--- src/rtl/cap_pkg.sv ---
// Shared types for the edge capture unit.
package cap_pkg;
    // Edge-qualification code as seen on the configuration input
    typedef enum logic [1:0] {
        EDGE_OFF  = 2'd0,
        EDGE_RISE = 2'd1,
        EDGE_FALL = 2'd2,
        EDGE_ANY  = 2'd3
    } edge_sel_e;

    // Capture sequence position
    typedef enum logic [1:0] {
        SEQ_ARMED = 2'd0,
        SEQ_FIRST = 2'd1,
        SEQ_DONE  = 2'd2
    } seq_state_e;

    localparam int NUM_SLOTS = 2;
endpackage

--- src/rtl/cap_pin_sync.sv ---
// Synchronises the asynchronous event pin and reports one-cycle rise and
// fall pulses. Assumes the pin is low while reset is applied.
module cap_pin_sync #(
    parameter int SYNC_STAGES = 2
) (
    input  logic clk,
    input  logic rst_n,
    input  logic pin_i,
    output logic rise_o,
    output logic fall_o
);
    localparam int CHAIN_W = SYNC_STAGES + 1;

    logic [CHAIN_W-1:0] chain_q;

    // Shift chain: synchroniser stages plus one history stage
    always_ff @(posedge clk) begin
        if (!rst_n) chain_q <= '0;
        else        chain_q <= {chain_q[CHAIN_W-2:0], pin_i};
    end

    // Edge pulses from the synchronised level and its history
    always_comb begin
        rise_o =  chain_q[SYNC_STAGES-1] & ~chain_q[SYNC_STAGES];
        fall_o = ~chain_q[SYNC_STAGES-1] &  chain_q[SYNC_STAGES];
    end
endmodule

--- src/rtl/cap_edge_qualify.sv ---
// Combinational filter: turns edge pulses into a capture event according
// to the edge code and pin direction. Assumes pulses are single-cycle.
module cap_edge_qualify
    import cap_pkg::*;
(
    input  edge_sel_e sel_i,
    input  logic      pin_in_i,
    input  logic      rise_i,
    input  logic      fall_i,
    output logic      evt_o
);
    // Select which edges count, then gate by pin direction
    always_comb begin
        logic hit;
        case (sel_i)
            EDGE_RISE: hit = rise_i;
            EDGE_FALL: hit = fall_i;
            EDGE_ANY:  hit = rise_i | fall_i;
            default:   hit = 1'b0;
        endcase
        evt_o = hit & pin_in_i;
    end
endmodule

--- src/rtl/cap_sequencer.sv ---
// Tracks first/second event position, drives per-slot load enables and the
// completion flag. A clear strobe outranks a coincident event.
module cap_sequencer
    import cap_pkg::*;
(
    input  logic                 clk,
    input  logic                 rst_n,
    input  logic                 evt_i,
    input  logic                 dual_i,
    input  logic                 clr_i,
    output logic [NUM_SLOTS-1:0] load_o,
    output logic                 flag_o
);
    seq_state_e state_q;

    // Sequence state and flag update
    always_ff @(posedge clk) begin
        if (!rst_n) begin
            state_q <= SEQ_ARMED;
            flag_o  <= 1'b0;
        end else if (clr_i) begin
            state_q <= SEQ_ARMED;
            flag_o  <= 1'b0;
        end else if (evt_i) begin
            case (state_q)
                SEQ_ARMED: begin
                    state_q <= dual_i ? SEQ_FIRST : SEQ_DONE;
                    flag_o  <= ~dual_i;
                end
                SEQ_FIRST: begin
                    state_q <= SEQ_DONE;
                    flag_o  <= 1'b1;
                end
                default: ;
            endcase
        end
    end

    // Load enable for the slot that the current event fills
    always_comb begin
        load_o = '0;
        if (evt_i && !clr_i) begin
            case (state_q)
                SEQ_ARMED: load_o[0] = 1'b1;
                SEQ_FIRST: load_o[1] = 1'b1;
                default:   ;
            endcase
        end
    end
endmodule

--- src/rtl/cap_hold_reg.sv ---
// One capture register: loads the counter value on enable, else holds.
module cap_hold_reg #(
    parameter int W = 32
) (
    input  logic         clk,
    input  logic         rst_n,
    input  logic         load_i,
    input  logic [W-1:0] d_i,
    output logic [W-1:0] q_o
);
    // Load-or-hold storage
    always_ff @(posedge clk) begin
        if (!rst_n)      q_o <= '0;
        else if (load_i) q_o <= d_i;
    end
endmodule

--- src/rtl/edge_capture_unit.sv ---
// Top of the edge capture unit: synchroniser, qualifier, sequencer and two
// capture registers. Assumes count_i is synchronous to clk.
module edge_capture_unit
    import cap_pkg::*;
#(
    parameter int CNT_W       = 32,
    parameter int SYNC_STAGES = 2
) (
    input  logic             clk,
    input  logic             rst_n,
    input  logic [CNT_W-1:0] count_i,
    input  logic             evt_pin_i,
    input  logic [1:0]       edge_sel_i,
    input  logic             second_sel_i,
    input  logic             pin_is_input_i,
    input  logic             flag_clr_i,
    output logic [CNT_W-1:0] cap1_o,
    output logic [CNT_W-1:0] cap2_o,
    output logic             cap_flag_o
);
    logic                 rise_p, fall_p, cap_evt;
    logic [NUM_SLOTS-1:0] slot_load;
    logic [CNT_W-1:0]     slot_q [NUM_SLOTS];

    cap_pin_sync #(.SYNC_STAGES(SYNC_STAGES)) u_sync (
        .clk(clk), .rst_n(rst_n), .pin_i(evt_pin_i),
        .rise_o(rise_p), .fall_o(fall_p)
    );

    cap_edge_qualify u_qual (
        .sel_i(edge_sel_e'(edge_sel_i)), .pin_in_i(pin_is_input_i),
        .rise_i(rise_p), .fall_i(fall_p), .evt_o(cap_evt)
    );

    cap_sequencer u_seq (
        .clk(clk), .rst_n(rst_n), .evt_i(cap_evt), .dual_i(second_sel_i),
        .clr_i(flag_clr_i), .load_o(slot_load), .flag_o(cap_flag_o)
    );

    for (genvar g = 0; g < NUM_SLOTS; g++) begin : g_slot
        cap_hold_reg #(.W(CNT_W)) u_reg (
            .clk(clk), .rst_n(rst_n), .load_i(slot_load[g]),
            .d_i(count_i), .q_o(slot_q[g])
        );
    end

    assign cap1_o = slot_q[0];
    assign cap2_o = slot_q[1];
endmodule

--- config.mk ---
export PLATFORM = sky130hd
export DESIGN_NAME = edge_capture_unit
export DESIGN_NICKNAME = d
export VERILOG_FILES = /design/src/rtl/cap_pkg.sv /design/src/rtl/cap_pin_sync.sv /design/src/rtl/cap_edge_qualify.sv /design/src/rtl/cap_sequencer.sv /design/src/rtl/cap_hold_reg.sv /design/src/rtl/edge_capture_unit.sv
export SDC_FILE = /design/constraint.sdc
export NUM_CORES = 1
export LEC_CHECK = 0
export CAP_MARGIN = 20
export CORE_MARGIN = 5
export CORE_UTILIZATION = 57
export DETAILED_ROUTE_END_ITERATION = 10
export DONT_BUFFER_PORTS = 1
export PLACE_DENSITY_LB_ADDON = 0.05
export SLEW_MARGIN = 10
export SYNTH_ARGS = -nofsm -noshare
export SYNTH_HDL_FRONTEND = slang
export SYNTH_SLANG_ARGS = --single-unit
export TNS_END_PERCENT = 50
--- constraint.sdc ---
create_clock -name clk -period 2.7 [get_ports clk]
set_clock_uncertainty 0.15 [all_clocks]
set_input_delay 0.54 -clock clk [delete_from_list [all_inputs] [get_ports clk]]
set_output_delay 0.54 -clock clk [all_outputs]
set_load 0.05 [all_outputs]
==> flow_metrics.env <==
export IMPL_drive_gt1_share_pct=7.27
export IMPL_drv_cap=0
export IMPL_synth_most_common_cell="nand2_1"
export IMPL_wl_mm=5.27
export IMPL_root_buffer="clkbuf_8"
export IMPL_final_max_slew_viol_count=0
export IMPL_syn_area_mm2=0.00272
export IMPL_grt_use_total_pct=18.2
export IMPL_die_w_um=79.1
export IMPL_fin_ws_ns=0.660
export IMPL_cp_max_fo=32
export IMPL_endpoint_kind="register"
export IMPL_hold_depth=1
export IMPL_grt_pass1_vias=1732
export IMPL_reg2reg_slack_ns=0.66
export IMPL_cts_buffers=9
export IMPL_clk_pin_slew_worst_paths_ns=0.07
export IMPL_critical_path_max_stage_delay_ns=0.38
export IMPL_drtIter0Drc=77
export IMPL_rsz0062_at_grt="false"
export IMPL_r2r_cells=6
export IMPL_netlist_top_cells_area="dfxtp_1 (52%), mux2i_1 (24%), nand2_1 (14%), buf_12 (2.2%), clkbuf_1 (1.5%)"
export IMPL_tightest_slew_ns=0.550
export IMPL_cts_setup_buffers=0
export IMPL_finalSetupTns_ns=0
export IMPL_start_util_pct=58.0
export IMPL_io_buffers=0
export IMPL_final_hold_violation_count=0
export IMPL_crit_type="register to register"
export IMPL_syn_to_final_growth_pct=6.44
export IMPL_netlist_cell_type_count=19
export IMPL_worst_path_stages=6
export IMPL_place_inst=313
export IMPL_crit_family="compound AO/OA/AOI/OAI gates"
export IMPL_r2r_end="g_slot[0].u_reg.q_o[0]"
export IMPL_gp_congestion=0.727
export IMPL_max_freq_ghz=0.490
export IMPL_post_route_min_period_ns=2.04
export IMPL_core_area_mm2=0.00469
export IMPL_dp_final_hpwl_mm=3.52
export IMPL_rows=25
export IMPL_setup_viol=0
export IMPL_relSlewSlack_pct=63.3
export IMPL_grt_pass1_wl_mm=8.67
export IMPL_clkLatencyLatePin_ns=0.34
export IMPL_critPathRequiredTime_ns=2.75
export IMPL_ant_nets=0
export IMPL_peakVddDrop_v=0.000363
export IMPL_hold_start="evt_pin_i"
export IMPL_critPathLaunchType="register"
export IMPL_synth_avg_cell_area_um2=9.93
export IMPL_hold_end="u_sync.chain_q[0]"
export IMPL_synthesis_nets=316
export IMPL_crit_buf_inv=2
export IMPL_die_height_um=79.1
export IMPL_dr_total_vias=1780
export IMPL_dp_worst_setup_slack_ns=0.582
export IMPL_hold_class="input port to register"
export IMPL_yosysSeqAreaShare_pct=51.5
export IMPL_synthFlopType="dfxtp_1"
export IMPL_ys_ff_latch=70
export IMPL_grt_start_max_net_pins=101
export IMPL_post_drt_wl_per_cell_um=16.0
export IMPL_top_level_ports=105
export IMPL_hold_buffers=0
export IMPL_synthArstFlopShare_pct=0
export IMPL_synth_top_area_share_pct=51.5
export IMPL_static_leakage_power_nw=1.24
export IMPL_synthCells=274
export IMPL_final_cells=329
export IMPL_fin_nets=312
export IMPL_drc=0
export IMPL_fp_dieArea_mm2=0.00625
export IMPL_overflow=0
export IMPL_total_power_w=0.00200
export IMPL_clkSinkCount=70
export IMPL_status="complete, no violations"
export IMPL_synth_edf_count=0
export IMPL_clockBufferDepth=2
export IMPL_yosys_warnings=0
export IMPL_antenna_found_initial=0
export IMPL_via_per_inst=5.41
export IMPL_htree_levels=3
export IMPL_cts_tree="done"
export IMPL_synthTopCellsByCount="nand2_1 (99), dfxtp_1 (70), mux2i_1 (66)"
export IMPL_period_share_pct=75.5
export IMPL_p_per_area_mw_per_mm2=692
export IMPL_cp_cell_sequence="inv_1 -> ha_1 -> nand2b_1 -> a311o_2 -> buf_4 -> mux2i_1"
export IMPL_firstDrtPassIters=4
export IMPL_arrival_ns=2.09
export IMPL_reg2reg_from="u_sync.chain_q[1]"
export IMPL_critPathSlowestCell="a311o_2"
export IMPL_cts_resized=0
export IMPL_postLayoutCoreUtil_pct=61.7
export IMPL_synth_area_leader_cell="dfxtp_1"
export IMPL_diodes=0
[metrics by stage]
stage,area [µm²],hold WS (ns)
2_1_floorplan,2720,0.262
3_3_place_gp,2700,0.265
3_5_place_dp,2700,0.272
4_1_cts,2900,0.161
5_1_grt,2900,0.158
6_report,2900,0.180
[how the worst max path moves through the flow]
| stage | from | end |
|---|---|---|
| 2_1_floorplan | flag_clr_i | g_slot[0].u_reg.q_o[0] |
| 3_3_place_gp | flag_clr_i | g_slot[0].u_reg.q_o[25] |
| 3_5_place_dp | flag_clr_i | g_slot[0].u_reg.q_o[7] |
| 4_1_cts | u_sync.chain_q[1] | g_slot[0].u_reg.q_o[0] |
| 5_1_grt | u_sync.chain_q[1] | g_slot[1].u_reg.q_o[7] |
| 6_report | u_sync.chain_q[1] | g_slot[0].u_reg.q_o[0] |
[per-layer routing]
metal  global-route usage [%]  vias to the layer above  wire, µm
met5                        0                        -         0
met4                     9.79                        0       115
met3                     11.1                        9       685
met2                     25.8                       74      2300
met1                     21.2                      803      2170
li1                         -                      894         -
[worst reg2reg max path, stage by stage (launching register included)]
cell and delay (ns):
dfxtp_1 0.35, inv_1 0.05, ha_1 0.27, nand2b_1 0.20, a311o_2 0.38, buf_4 0.31, mux2i_1 0.20
[state kept, by name, summed over array words and instances (netlist names)]
signal / count
u_seq.flag_o: 1
g_slot.u_reg.q_o: 64
u_seq.state_q: 2
u_sync.chain_q: 3
[report_power, final]
part | switching (W) | internal, W
Clock | 0.000365 | 0.000473
Sequential | 0.0000586 | 0.00105
Combinational | 0.0000318 | 0.0000267
[logic make-up (layout without fill, tap and decap cells)]
logic type	Yosys count	count (layout)	synth area share, %
multiplexers	66	66	24.3
buffers and inverters	21	22	5.11
flip-flops	70	70	51.5
adder cells (fa/ha/maj)	2	2	0.920
AO/OA/AOI/OAI	6	6	1.84
AND/OR/NAND/NOR	109	109	16.3
[cell usage in the layout, fill, tap and decap left out]
cell type  synthesis  layout
nand4bb_1          1       1
a311oi_4           0       1
buf_4              0       3
or4b_1             1       1
inv_1              3       3
bufinv_16          0       1
nand3b_1           1       1
a21oi_1            1       1
a311o_2            0       1
ha_1               2       2
clkbuf_8           0      11
mux2i_1           66      66
o21ai_0            2       2
nand2b_1           3       3
clkinv_2           0       3
and2_1             3       3
dfxtp_1           70      70
nor2b_1            1       1
nand2_1           99      99
clkbuf_1          11       1
a311o_1            2       1
[final cells by class]
type                       count  area [µm²]
clock buffer                  12         155
clock inverter                 4        45.0
fill                         403        1800
inverter                       3        11.3
multi-input combinational    183        1190
sequential                    70        1400
tap                           54        67.6
timing repair buffer           3        22.5
(Power assumes the default switching activity.)
